===== src/rtl/hdr_rx_pkg.sv =====
package hdr_rx_pkg;

    localparam int SFD_W   = 16;
    localparam int TMO_W   = 8;
    localparam int SIG_W   = 8;
    localparam int LEN_W   = 16;
    localparam int CRC_W   = 16;
    localparam int POS_W   = 6;

    // virtual header positions, aligned so that every mode ends at CRC_END
    localparam int SIG_END = SIG_W - 1;
    localparam int SVC_END = 2 * SIG_W - 1;
    localparam int LEN_END = 2 * SIG_W + LEN_W - 1;
    localparam int CRC_END = 2 * SIG_W + LEN_W + CRC_W - 1;
    localparam int PROT_N  = 2 * SIG_W + LEN_W;

    typedef enum logic [1:0] {
        ST_IDLE,
        ST_SEARCH,
        ST_HDR,
        ST_DATA
    } rx_state_e;

    typedef struct packed {
        rx_state_e          st;
        logic [POS_W-1:0]   vpos;
        logic [CRC_W-1:0]   fsh;
        logic [SIG_W-1:0]   sig;
        logic [SIG_W-1:0]   svc;
        logic [LEN_W-1:0]   len;
        logic [CRC_W-1:0]   rcrc;
        logic [LEN_W-1:0]   pcnt;
        logic               rdy;
        logic               qpsk;
        logic               rtn;
    } rx_regs_t;

    function automatic logic [POS_W-1:0] hdr_start(input logic [1:0] mode);
        case (mode)
            2'd1:    hdr_start = POS_W'(CRC_END + 1 - CRC_W);
            2'd2:    hdr_start = POS_W'(CRC_END + 1 - CRC_W - LEN_W);
            default: hdr_start = '0;
        endcase
    endfunction

endpackage


===== src/rtl/hdr_crc16.sv =====
module hdr_crc16 #(
    parameter int          W    = 16,
    parameter logic [W-1:0] POLY = 16'h1021
) (
    input  logic         clk,
    input  logic         rst_n,
    input  logic         init_i,
    input  logic         shift_i,
    input  logic         bit_i,
    output logic [W-1:0] crc_o
);
    logic [W-1:0] crc_d, crc_q;

    always_comb begin
        crc_d = crc_q;
        if (init_i) begin
            crc_d = '1;
        end else if (shift_i) begin
            crc_d = {crc_q[W-2:0], 1'b0} ^ ((crc_q[W-1] ^ bit_i) ? POLY : '0);
        end
    end

    always_ff @(posedge clk or negedge rst_n) begin
        if (!rst_n) crc_q <= '1;
        else        crc_q <= crc_d;
    end

    assign crc_o = crc_q;
endmodule


===== src/rtl/hdr_sfd_match.sv =====
module hdr_sfd_match #(
    parameter int W = 16
) (
    input  logic         clk,
    input  logic         rst_n,
    input  logic         clr_i,
    input  logic         shift_i,
    input  logic         bit_i,
    input  logic [W-1:0] sfd_i,
    output logic         hit_o
);
    localparam int FW = $clog2(W);

    logic [W-2:0]  sreg_d, sreg_q;
    logic [FW-1:0] fill_d, fill_q;

    always_comb begin
        sreg_d = sreg_q;
        fill_d = fill_q;
        if (clr_i) begin
            sreg_d = '0;
            fill_d = '0;
        end else if (shift_i) begin
            sreg_d = {sreg_q[W-3:0], bit_i};
            if (fill_q != FW'(W - 1)) fill_d = fill_q + 1'b1;
        end
    end

    always_ff @(posedge clk or negedge rst_n) begin
        if (!rst_n) begin
            sreg_q <= '0;
            fill_q <= '0;
        end else begin
            sreg_q <= sreg_d;
            fill_q <= fill_d;
        end
    end

    assign hit_o = (fill_q == FW'(W - 1)) && ({sreg_q, bit_i} == sfd_i);
endmodule


===== src/rtl/hdr_sfd_timer.sv =====
module hdr_sfd_timer #(
    parameter int TW = 8
) (
    input  logic          clk,
    input  logic          rst_n,
    input  logic          clr_i,
    input  logic          tick_i,
    input  logic          en_i,
    input  logic [TW-1:0] limit_i,
    output logic          expire_o
);
    logic [TW-1:0] cnt_d, cnt_q;
    logic [TW:0]   nxt;

    assign nxt      = {1'b0, cnt_q} + {{TW{1'b0}}, 1'b1};
    assign expire_o = en_i && (nxt >= {1'b0, limit_i});

    always_comb begin
        cnt_d = cnt_q;
        if (clr_i)                   cnt_d = '0;
        else if (tick_i && !nxt[TW]) cnt_d = nxt[TW-1:0];
    end

    always_ff @(posedge clk or negedge rst_n) begin
        if (!rst_n) cnt_q <= '0;
        else        cnt_q <= cnt_d;
    end
endmodule


===== src/rtl/hdr_rx_sync.sv =====
module hdr_rx_sync
    import hdr_rx_pkg::*;
#(
    parameter logic [SIG_W-1:0] SIG_QPSK = 8'h14
) (
    input  logic             clk,
    input  logic             rst_n,
    input  logic             acq_done_i,
    input  logic             abort_i,
    input  logic             bit_i,
    input  logic             bit_vld_i,
    input  logic [1:0]       cfg_mode_i,
    input  logic [SFD_W-1:0] cfg_sfd_i,
    input  logic [TMO_W-1:0] cfg_tmo_i,
    input  logic             cfg_tmo_en_i,
    input  logic             cfg_crc_drop_i,
    input  logic             cfg_len_stop_i,
    input  logic             cfg_qpsk_i,
    output logic [SIG_W-1:0] stat_sig_o,
    output logic [SIG_W-1:0] stat_svc_o,
    output logic [LEN_W-1:0] stat_len_o,
    output logic [CRC_W-1:0] stat_crc_o,
    output logic             data_rdy_o,
    output logic             pay_qpsk_o,
    output logic             rtn_acq_o
);
    rx_regs_t d, q;

    logic             srch_clr, srch_shift, sfd_hit, tmo_hit;
    logic             crc_init, crc_shift;
    logic [CRC_W-1:0] crc_run;
    logic [CRC_W-1:0] nb;
    logic             len_stop_act;

    hdr_sfd_match #(.W(SFD_W)) u_match (
        .clk     (clk),
        .rst_n   (rst_n),
        .clr_i   (srch_clr),
        .shift_i (srch_shift),
        .bit_i   (bit_i),
        .sfd_i   (cfg_sfd_i),
        .hit_o   (sfd_hit)
    );

    hdr_sfd_timer #(.TW(TMO_W)) u_timer (
        .clk      (clk),
        .rst_n    (rst_n),
        .clr_i    (srch_clr),
        .tick_i   (srch_shift),
        .en_i     (cfg_tmo_en_i),
        .limit_i  (cfg_tmo_i),
        .expire_o (tmo_hit)
    );

    hdr_crc16 #(.W(CRC_W)) u_crc (
        .clk     (clk),
        .rst_n   (rst_n),
        .init_i  (crc_init),
        .shift_i (crc_shift),
        .bit_i   (bit_i),
        .crc_o   (crc_run)
    );

    assign nb           = {q.fsh[CRC_W-2:0], bit_i};
    assign len_stop_act = cfg_len_stop_i && cfg_mode_i[1];

    always_comb begin
        d          = q;
        srch_clr   = 1'b0;
        srch_shift = 1'b0;
        crc_init   = 1'b0;
        crc_shift  = 1'b0;

        unique case (q.st)
            ST_IDLE: begin
                if (acq_done_i) begin
                    d.st     = ST_SEARCH;
                    srch_clr = 1'b1;
                end
            end
            ST_SEARCH: begin
                if (abort_i) begin
                    d.st = ST_IDLE;
                end else if (bit_vld_i) begin
                    srch_shift = 1'b1;
                    if (sfd_hit) begin
                        if (cfg_mode_i == 2'd0) begin
                            d.st   = ST_DATA;
                            d.pcnt = '0;
                            d.qpsk = 1'b0;
                        end else begin
                            d.st     = ST_HDR;
                            d.vpos   = hdr_start(cfg_mode_i);
                            crc_init = 1'b1;
                        end
                    end else if (tmo_hit) begin
                        d.st = ST_IDLE;
                    end
                end
            end
            ST_HDR: begin
                if (abort_i) begin
                    d.st = ST_IDLE;
                end else if (bit_vld_i) begin
                    d.fsh     = nb;
                    d.vpos    = q.vpos + 1'b1;
                    crc_shift = (q.vpos < POS_W'(PROT_N));
                    if (q.vpos == POS_W'(SIG_END)) d.sig = nb[SIG_W-1:0];
                    if (q.vpos == POS_W'(SVC_END)) d.svc = nb[SIG_W-1:0];
                    if (q.vpos == POS_W'(LEN_END)) d.len = nb[LEN_W-1:0];
                    if (q.vpos == POS_W'(CRC_END)) begin
                        d.rcrc = nb;
                        if ((nb != ~crc_run) && cfg_crc_drop_i) begin
                            d.st = ST_IDLE;
                        end else if (len_stop_act && (q.len == '0)) begin
                            d.st = ST_IDLE;
                        end else begin
                            d.st   = ST_DATA;
                            d.pcnt = '0;
                            d.qpsk = (cfg_mode_i == 2'd3) ? (q.sig == SIG_QPSK) : cfg_qpsk_i;
                        end
                    end
                end
            end
            ST_DATA: begin
                if (abort_i) begin
                    d.st = ST_IDLE;
                end else if (bit_vld_i) begin
                    d.pcnt = q.pcnt + 1'b1;
                    if (len_stop_act && ((q.pcnt + 1'b1) == q.len)) d.st = ST_IDLE;
                end
            end
            default: d.st = ST_IDLE;
        endcase

        d.rdy = (d.st == ST_DATA);
        d.rtn = (d.st == ST_IDLE) && (q.st != ST_IDLE);
    end

    always_ff @(posedge clk or negedge rst_n) begin
        if (!rst_n) begin
            q    <= '0;
            q.st <= ST_IDLE;
        end else begin
            q <= d;
        end
    end

    assign stat_sig_o = q.sig;
    assign stat_svc_o = q.svc;
    assign stat_len_o = q.len;
    assign stat_crc_o = q.rcrc;
    assign data_rdy_o = q.rdy;
    assign pay_qpsk_o = q.qpsk;
    assign rtn_acq_o  = q.rtn;
endmodule


===== config.mk =====
export PLATFORM = sky130hd
export DESIGN_NAME = hdr_rx_sync
export DESIGN_NICKNAME = d
export VERILOG_FILES = /design/src/rtl/hdr_rx_pkg.sv /design/src/rtl/hdr_crc16.sv /design/src/rtl/hdr_sfd_match.sv /design/src/rtl/hdr_sfd_timer.sv /design/src/rtl/hdr_rx_sync.sv
export SDC_FILE = /design/constraint.sdc
export NUM_CORES = 1
export LEC_CHECK = 0
export BUFFER_PORTS_ARGS = -buffer_cell sky130_fd_sc_hd__buf_2
export CORE_ASPECT_RATIO = 0.6
export CORE_MARGIN = 5
export CORE_UTILIZATION = 47
export DETAILED_ROUTE_END_ITERATION = 12
export PLACE_DENSITY = 0.79
export SETUP_SLACK_MARGIN = 0.2
export SYNTH_ARGS = -nofsm -noshare
export SYNTH_HDL_FRONTEND = slang
export SYNTH_SLANG_ARGS = --single-unit

===== constraint.sdc =====
create_clock -name clk -period 7.1 [get_ports clk]
set_clock_uncertainty 0.1 [all_clocks]
set_input_delay 0.355 -clock clk [delete_from_list [all_inputs] [get_ports clk]]
set_output_delay 0.355 -clock clk [all_outputs]
set_load 0.1 [all_outputs]

==> impl_metrics.yaml, run 1 <==
layout:
  final_cell_mix: "dfrtp_1 (117), nand2_1 (116), buf_2 (85), mux2_2 (48)"
  antennaDiodeCount: 0
  layout_commonest_cell: "dfrtp_1"
  synthToLayoutAreaGrowth_pct: 12.01
  nNetsFinal: 799
  fin_area_um2: 7948
  drive_above_1_share: 0.2565
sta:
  grt_setup_unrepaired: "no"
  relSlewSlack: 0.1970
  worst_slack_ns: 3.811
  finalCritPeriodShare: 0.4632
  finalHoldViolations: 0
  min_period_ns: 3.289
  setup-tns-final_ns: 0
  holdWs_ns: 0.2063
  worstMarginPinSlew_ns: 1.198
  setup_violations: 0
  drv_slew: 0
  fmax_mhz: 304.1
place:
  port_buffers: 86
  place_area_um2: 7353
  place.gp.congestion: 0.8763
  place_ws_ns: 3.844
  dp_hpwl_um: 12170
worst_setup_path:
  crit_type: "flop to flop"
  r2r-end: "data_rdy_o"
  cp-endpoint: "data_rdy_o"
  startpoint_type: "flop"
  reg2reg_depth: 12
  cp_max_fo: 6
  worstReg2RegStart: "u_timer.cnt_q[0]"
  crit_arrival_ns: 3.52
  cp-startpoint: "u_timer.cnt_q[0]"
  cp.required_ns: 7.33
  endpoint_kind: "flop"
  r2r_setup_slack_ns: 3.81
clock_tree:
  clock_latency_ns: 0.43
  clock-sinks: 133
  path_clk_slew_ns: 0.06
  cts_max_level: 4
  clockBufferDepth: 2
  cts_tree: "done"
  cts_buffers: 17
  cts-root-buf: "clkbuf_16"
power:
  max-vdd-ir-drop_mv: 0.1378
  seq_power_share: 0.441
  intPower_mw: 1.325
  p_leak_nw: 4.046
  combPwrFrac: 0.080
  p_sw_mw: 0.5014
  p_sw_frac: 0.2745
  p_total_mw: 1.826
  power.share.clock: 0.479
  powerDensity_nw_per_um2: 229.8
floorplanning:
  start_util: 0.4849
  ioPinCount: 87
  fp-row-count: 34
  dieArea_um2: 17740
  fp.dieH_um: 105.2
  die_width_um: 168.6
  core_um2: 14630
global_routing:
  grt_max_degree: 76
  track_usage: 0.2022
  grt-ovfl-total: 0
  grt_first_pass_wirelength_um: 28590
  antenna_found_initial: 0
  grt_pass1_vias: 5281
routing:
  drtAntennaViolNets: 0
  num_vias: 5406
  wl_per_cell_um: 17.87
  drt-pass1-iter-count: 5
  post-route-drc-count: 0
  drtIter0Drc: 595
  wl_um: 17190
  viasPerCell: 5.620
yosys:
  synth_area_per_cell_um2: 9.994
  synth.distinct_cells: 60
  syn_nets: 758
  ys_ff_latch: 133
  ys_warn_count: 0
  yosysSeqAreaShare: 0.4719
  ys.flop_type: "dfrtp_1"
  synthesis.area_um2: 7096
  synth_edf_count: 0
  ys_async_sr_fraction: 1.000
  syn_inst: 710
min_path:
  hold_path.class: "input pin to flop"
outcome:
  status: "finished clean"
job:
  maxCapViolCount: 0
cells by family (layout without fill, tap and decap cells):
group                      Yosys count  in the layout  synth area share
and+or+nand+nor                    260            260            0.1695
DFF                                133            133            0.4719
AOI/OAI and AO/OA                  102            102            0.1007
buffers and inverters               82            136           0.07018
xor gates and xnor gates            71             71           0.08764
muxes                               50             50           0.07900
adders and majority gates           12             12           0.02116
power groups by stage:
stage	logic, mW	clock network, mW	registers, mW
after floorplan	0.0842	0	0.821
after global placement	0.141	0	0.816
after detailed placement	0.146	0	0.818
after CTS	0.147	0.884	0.804
after global routing	0.166	0.920	0.808
final	0.147	0.874	0.805
registers in the layout, summed over array words and instances (netlist names):
signal,cells
rtn_acq_o,1
stat_sig_o,8
u_timer.cnt_q,8
u_match.sreg_q,15
u_match.fill_q,4
stat_crc_o,16
u_crc.crc_o,16
stat_svc_o,8
nb,15
data_rdy_o,1
q,24
stat_len_o,16
pay_qpsk_o,1
cells in the mapped netlist, types with 2 or more instances:
cell        n  area [um2]
nor2_1     43       161.4
clkbuf_1   17       63.81
and2_1      2       12.51
o21ai_0    34       170.2
a22o_1     17       148.9
buf_4      48       360.4
buf_2       2       10.01
or3_1       2       12.51
nor3_2      2       20.02
o41ai_1     2       17.52
a31oi_1     3       18.77
a21oi_1    11       55.05
a211oi_1    2       15.01
or4_1       2       15.01
inv_1      14       52.55
ha_1       12       150.1
nand2b_1    3       18.77
a22oi_1     2       15.01
xnor2_1    28       245.2
nand3_1    36       180.2
nor4b_1     2       17.52
o31ai_1     8       60.06
o22ai_1     2       12.51
dfstp_2    16       420.4
nor3_1     11       55.05
mux2_2     48       540.5
nand2_1   116       435.4
xor2_1     43       376.6
dfrtp_1   117        2928
nor4_1      9       56.30
mux2i_1     2       20.02
and3_1     13       81.33
a31o_2      4       35.03
nand4_1    11       68.82
through the flow:
stage | std cells | util
after floorplan | 710 | -
after global placement | 929 | 0.5025
after detailed placement | 929 | 0.5025
after CTS | 962 | 0.5431
after global routing | 962 | 0.5431
final | 962 | 0.5431
worst min path at each step:
stage | cells after the start | slack (ns) | end | start
3_5_place_dp | 1 | 0.38 | u_timer.cnt_q[1] | rst_n
4_1_cts | 3 | 0.19 | nb[1] | bit_i
6_report | 3 | 0.21 | nb[1] | bit_i
2_1_floorplan | 0 | -0.04 | data_rdy_o | rst_n
5_1_grt | 3 | 0.21 | nb[1] | bit_i
3_3_place_gp | 1 | 0.37 | u_timer.cnt_q[0] | rst_n
timing repair:
item,4_1_cts,5_1_grt
setup buffers,0,0
hold buffers,1,0
endpoints found under the hold margin,58,0
gates resized for setup,0,0
metal layers:
metal  vias up  part of all wire  routed length [um]  GRT usage
li1       2537                 -                   -          -
met5         -                 0                   0          0
met3        18             0.085                1460    0.06113
met2       216              0.41                7075     0.2712
met1      2635              0.49                8439     0.3123
met4         0             0.013                 216    0.05675
worst max-delay path, stage by stage (launching register included):
cell	delay [ns]
dfrtp_1	0.43
ha_1	0.22
nand3_1	0.15
nor2_1	0.33
xor2_1	0.19
ha_1	0.28
and4_1	0.19
o21ai_0	0.09
o221ai_1	0.15
a211o_1	0.31
a2111oi_0	0.40
a211oi_1	0.14
o21ai_0	0.23
final cells by class:
class / instances / area, um2
fillers: 1273 / 6686
flip-flops and latches: 133 / 3348
multi-input cells: 495 / 3249
repair buffers: 90 / 465.4
clock buffers: 17 / 425.4
well taps: 198 / 247.7
clock inverters: 15 / 158.9
inverters: 14 / 52.55
Power figures use the tool's default switching activity.
==> inputs of run 2 (changes only) <==
==> constraint.sdc (replaced) <==
create_clock -name clk -period 3.1 [get_ports clk]
set_clock_uncertainty 0.1 [all_clocks]
set_input_delay 0.155 -clock clk [delete_from_list [all_inputs] [get_ports clk]]
set_output_delay 0.155 -clock clk [all_outputs]
set_load 0.1 [all_outputs]
==> run 2 against run 1 <==
Worst setup slack got worse by 3.5 ns. Clock power increased by 120%. Via count increased by 2.7%. Fmax increased by 18%. Combinational power increased to 2.6 times the previous value. Highest routed layer unchanged. Non-clock buffer count increased by 13.
==> impl_metrics.yaml, run 2 (synthesis results as in run 1) <==
worst_setup_path:
  cp_max_fo: 5
  cp-endpoint: "rtn_acq_o"
  cp-startpoint: "u_timer.cnt_q[0]"
  cp_num_cells: 12
  worstReg2RegStart: "u_timer.cnt_q[0]"
  reg2reg_depth: 12
  crit_buf_inv: 1
  crit_arrival_ns: 2.98
  startpoint_type: "flop"
  max_stage_delay_ns: 0.35
  cp.required_ns: 3.29
  r2r-end: "rtn_acq_o"
  crit_type: "flop to flop"
  endpoint_kind: "flop"
  r2r_setup_slack_ns: 0.32
  slowest_stage: "dfrtp_1"
  path_cells: "buf_4, and3_1, nand3_1, xnor2_2, ha_1, and4_1, o21ai_0, o221ai_1, a211o_1, a2111oi_4, a211oi_2, o2111a_1"
  crit_family: "compound AO/OA/AOI/OAI gates"
layout:
  fin_area_um2: 8102
  nNetsFinal: 812
  antennaDiodeCount: 0
  drive_above_1_share: 0.2716
  layout_commonest_cell: "dfrtp_1"
  synthToLayoutAreaGrowth_pct: 14.18
  final_cell_mix: "dfrtp_1 (117), nand2_1 (116), buf_2 (85), mux2_2 (48), xor2_1 (42)"
  registers.top_by_ff_count: "q"
  largest_reg_flops: 24
  final_util: 0.5536
  final_cells: 975
floorplanning:
  fp.dieH_um: 105.2
  fp-row-count: 34
  die_width_um: 168.6
  start_util: 0.4849
  dieArea_um2: 17740
  ioPinCount: 87
  core_um2: 14630
sta:
  fmax_mhz: 359.2
  grt_setup_unrepaired: "yes"
  drv_slew: 0
  finalCritPeriodShare: 0.8981
  worst_slack_ns: 0.3158
  holdWs_ns: 0.1121
  worstMarginPinSlew_ns: 1.002
  setup-tns-final_ns: 0
  finalHoldViolations: 0
  min_period_ns: 2.784
  relSlewSlack: 0.3298
  setup_violations: 0
global_routing:
  track_usage: 0.2022
  grt-ovfl-total: 0
  antenna_found_initial: 0
  grt_max_degree: 83
  grt_first_pass_wirelength_um: 29030
  grt_pass1_vias: 5382
clock_tree:
  cts_max_level: 4
  clock-sinks: 133
  clock_latency_ns: 0.41
  cts_tree: "done"
  cts-root-buf: "clkbuf_16"
  cts_buffers: 17
  path_clk_slew_ns: 0.05
  clockBufferDepth: 2
place:
  placed_cells: 940
  dp_hpwl_um: 12220
  place_ws_ns: 0.08620
  port_buffers: 86
  place.gp.congestion: 0.8702
  place_area_um2: 7448
power:
  power.share.clock: 0.465
  p_leak_nw: 4.107
  max-vdd-ir-drop_mv: 0.3997
  powerDensity_nw_per_um2: 512.5
  seq_power_share: 0.444
  p_sw_mw: 1.025
  p_sw_frac: 0.2469
  p_total_mw: 4.152
  combPwrFrac: 0.091
  intPower_mw: 3.127
outcome:
  status: "finished clean"
routing:
  wl_per_cell_um: 17.91
  viasPerCell: 5.693
  drtAntennaViolNets: 0
  num_vias: 5551
  wl_um: 17470
  post-route-drc-count: 0
  drt-pass1-iter-count: 5
  drtIter0Drc: 397
min_path:
  min_from: "abort_i"
  hold_path.class: "input pin to flop"
job:
  maxCapViolCount: 0
run 2: cell count changes in the layout (fill, tap and decap cells not counted), moves of 2 or more:
cell / previous run / this run
clkbuf_1: 0 / 6
nand3_1: 36 / 34
inv_8: 3 / 0
inv_6: 5 / 0
nand3_2: 0 / 2
buf_4: 4 / 15
clkinv_2: 0 / 2
nor2_1: 43 / 41
clkinv_4: 5 / 2
run 2: final cells by class:
class                      instances  area (um2)
tap                              198       247.7
multi-input combinational        495        3311
clock inverter                     8       102.6
inverter                          14       52.55
timing repair buffer             103       578.1
fill                            1269        6533
clock buffer                      24       461.7
sequential                       133        3348
run 2: worst min-delay path by stage:
stage / end / slack [ns] / cells after the start
floorplan: data_rdy_o / -0.24 / 0
global placement: u_match.sreg_q[13] / 0.14 / 1
detailed placement: data_rdy_o / 0.15 / 1
CTS: q[89] / 0.08 / 4
global route: q[90] / 0.14 / 4
finish: q[90] / 0.11 / 4
run 2: metal layers:
metal,GRT usage,routed length (um),vias up
li1,-,-,2557
met1,0.3182,8670,2750
met2,0.2789,7269,232
met3,0.05132,1372,12
met4,0.04285,154,0
met5,0,0,-
run 2: repair_timing:
item | 4_1_cts | 5_1_grt
hold buffers | 2 | 0
setup endpoints to repair | 2 | 9
hold endpoints to repair | 52 | 0
pin swaps | 1 | 6
setup buffers | 0 | 1
resized for setup | 6 | 7
run 2: tightest hold or removal path: stages:
cell	delay (ns)
buf_2	0.18
nor2_1	0.10
o31ai_4	0.09
nand2_1	0.05
run 2: power groups by stage:
stage | clock network, mW | logic, mW | registers [mW]
after global routing | 2.05 | 0.427 | 1.85
after CTS | 1.97 | 0.364 | 1.84
after global placement | 0 | 0.340 | 1.87
after detailed placement | 0 | 0.349 | 1.87
after floorplan | 0 | 0.193 | 1.88
final | 1.93 | 0.377 | 1.84
==> inputs of run 3 (changes only) <==
--- a/config.mk
+++ b/config.mk
@@ -10,8 +10,9 @@
 export CORE_MARGIN = 5
 export CORE_UTILIZATION = 47
 export DETAILED_ROUTE_END_ITERATION = 12
-export PLACE_DENSITY = 0.79
+export PLACE_DENSITY = 0.78
 export SETUP_SLACK_MARGIN = 0.2
 export SYNTH_ARGS = -nofsm -noshare
 export SYNTH_HDL_FRONTEND = slang
+export SYNTH_HIERARCHICAL = 1
 export SYNTH_SLANG_ARGS = --single-unit
==> run 3 against run 2 <==
Clock power increased by 9%. Critical endpoint is now pay_qpsk_o. Non-clock buffer count rose by 4. Register-to-register slack got worse by 0.12 ns.
==> impl_metrics.yaml, run 3 <==
outcome:
  status: "finished clean"
layout:
  drive_above_1_share: 0.3115
  largest_reg_flops: 24
  antennaDiodeCount: 0
  registers.top_by_ff_count: "q"
  final_cells: 983
  layout_commonest_cell: "dfrtp_1"
  synthToLayoutAreaGrowth_pct: 13.65
  nNetsFinal: 815
  final_cell_mix: "dfrtp_1 (112), buf_2 (85), nand2_1 (78), mux2_2 (49), nor2_1 (48)"
clock_tree:
  cts_buffers: 17
  path_clk_slew_ns: 0.06
  clockBufferDepth: 2
  cts-root-buf: "clkbuf_16"
  clock-sinks: 133
  cts_max_level: 4
  clock_latency_ns: 0.42
  cts_tree: "done"
sta:
  finalCritPeriodShare: 0.9362
  setup_violations: 0
  holdWs_ns: 0.07557
  min_period_ns: 2.902
  grt_setup_unrepaired: "yes"
  relSlewSlack: 0.4610
  finalHoldViolations: 0
  drv_slew: 0
  fmax_mhz: 344.6
  worstMarginPinSlew_ns: 0.8058
worst_setup_path:
  r2r-end: "pay_qpsk_o"
  startpoint_type: "flop"
  reg2reg_depth: 13
  worstReg2RegStart: "u_timer/cnt_q[1]"
  r2r_setup_slack_ns: 0.20
  path_cells: "ha_4, buf_4, xor2_1, ha_1, a21oi_1, o21ai_1, a21oi_1, o21ai_1, and3b_1, nor4b_2, a211oi_2, or2_1, a32o_2"
  max_stage_delay_ns: 0.43
  cp.required_ns: 3.29
  crit_type: "flop to flop"
  endpoint_kind: "flop"
  crit_arrival_ns: 3.10
  cp_max_fo: 4
  slowest_stage: "dfrtp_2"
place:
  placed_cells: 941
  place.gp.congestion: 0.9569
  dp_hpwl_um: 12510
  port_buffers: 86
global_routing:
  grt_pass1_vias: 5525
  track_usage: 0.1968
  grt-ovfl-total: 0
  grt_first_pass_wirelength_um: 29420
  antenna_found_initial: 1
  grt_max_degree: 87
power:
  intPower_mw: 3.283
  powerDensity_nw_per_um2: 508.1
  power.share.clock: 0.490
  p_sw_mw: 1.030
  seq_power_share: 0.428
  p_sw_frac: 0.2389
  max-vdd-ir-drop_mv: 0.2730
  p_leak_nw: 4.201
  combPwrFrac: 0.082
floorplanning:
  fp-row-count: 35
  fp.dieH_um: 107.6
  die_width_um: 172.7
  dieArea_um2: 18590
  ioPinCount: 87
  start_util: 0.4831
  core_um2: 15460
routing:
  wl_per_cell_um: 18.13
  drt-pass1-iter-count: 5
  drtAntennaViolNets: 0
  post-route-drc-count: 0
  num_vias: 5586
  wl_um: 17820
  viasPerCell: 5.683
  drtIter0Drc: 544
yosys:
  syn_nets: 772
  synthesis.area_um2: 7468
  synthTopCellsByArea: "dfrtp_1 (39%), mux2_2 (7.4%), buf_4 (5.6%), dfstp_2 (5.6%), xor2_1 (4.1%)"
  ys_async_sr_fraction: 1.000
  yosysTopAreaCell: "dfrtp_1"
  synth_top_area_share: 0.3920
  synth_area_per_cell_um2: 10.32
  ys.flop_type: "dfrtp_1"
  synth.most_common_cell: "dfrtp_1"
  synth.distinct_cells: 63
  synthTopCellsByCount: "dfrtp_1 (117), nand2_1 (79), buf_4 (56)"
  synth_edf_count: 0
  ys_warn_count: 6
  ys_ff_latch: 133
  syn_inst: 724
  yosysSeqAreaShare: 0.4483
job:
  maxCapViolCount: 0
min_path:
  hold_depth: 4
  hold_path.class: "input pin to flop"
  min_from: "bit_vld_i"
  holdPathEnd: "q[90]"
==> run 3: worst max path at each step <==
stage | startpoint | cells past startpoint | slack (ns) | to
floorplan | u_timer/cnt_q[0] | 14 | 0.28 | pay_qpsk_o
global placement | u_timer/cnt_q[1] | 14 | 0.15 | pay_qpsk_o
detailed placement | u_timer/cnt_q[1] | 14 | -0.007 | pay_qpsk_o
CTS | u_timer/cnt_q[1] | 14 | 0.17 | pay_qpsk_o
global route | u_timer/cnt_q[0] | 14 | 0.09 | pay_qpsk_o
finish | u_timer/cnt_q[1] | 13 | 0.20 | pay_qpsk_o
==> run 3: stage by stage <==
stage	utilization	setup TNS (ns)	power, mW	setup slack, ns	instance area, um2
floorplan	-	0	2.055	0.2817	7468
global placement	0.4993	0	2.176	0.1455	7719
detailed placement	0.4993	-0.007278	2.183	-0.007278	7719
CTS	0.5456	0	4.324	0.1731	8434
global route	0.5491	0	4.477	0.09038	8488
finish	0.5491	0	4.313	0.1979	8488
==> run 3: cells by family after synthesis <==
kind of cell	count (synthesis)	share of synthesized area
buf+inv	100	0.08025
flops	133	0.4483
mux	67	0.09801
xor+xnor	64	0.07908
simple gates	239	0.1709
fa+ha+maj	13	0.02144
compound gates	108	0.1020
==> run 3: critical path: cells and delay by family, from the launching register on <==
| kind | cells | cell delay, ns |
|---|---|---|
| XOR/XNOR | 1 | 0.14 |
| AND/OR/NAND/NOR | 3 | 0.68 |
| buffers and inverters | 1 | 0.14 |
| AO/OA/AOI/OAI | 6 | 0.80 |
| adder cells (fa/ha/maj) | 2 | 0.48 |
| flip-flops | 1 | 0.43 |
==> run 3: layout make-up <==
type	instances	area (um2)
inverters	17	63.81
multi-input cells	491	3592
flip-flops and latches	133	3354
clock inverters	11	178.9
well taps	203	254.0
repair buffers	107	604.3
clock buffers	21	440.4
fillers	1303	6970
==> run 3: timing repair <==
item | CTS | global route
pin swaps | 7 | 11
setup endpoints to repair | 2 | 7
endpoints found under the hold margin | 70 | 0
buffers inserted | 5 | 4
hold buffers | 1 | 0
gates resized for setup | 13 | 9
==> run 3: power groups by stage <==
| stage | clock network, mW | logic, mW | registers, mW |
|---|---|---|---|
| after floorplan | 0 | 0.191 | 1.86 |
| after global placement | 0 | 0.310 | 1.87 |
| after detailed placement | 0 | 0.317 | 1.87 |
| after CTS | 2.13 | 0.347 | 1.84 |
| after global routing | 2.23 | 0.395 | 1.85 |
| final | 2.11 | 0.354 | 1.85 |
==> run 3: layer usage <==
layer	track usage	routed length, um
met3	0.06564	1492
met1	0.2963	8825
met2	0.2697	7294
met5	0	13
met4	0.04936	195
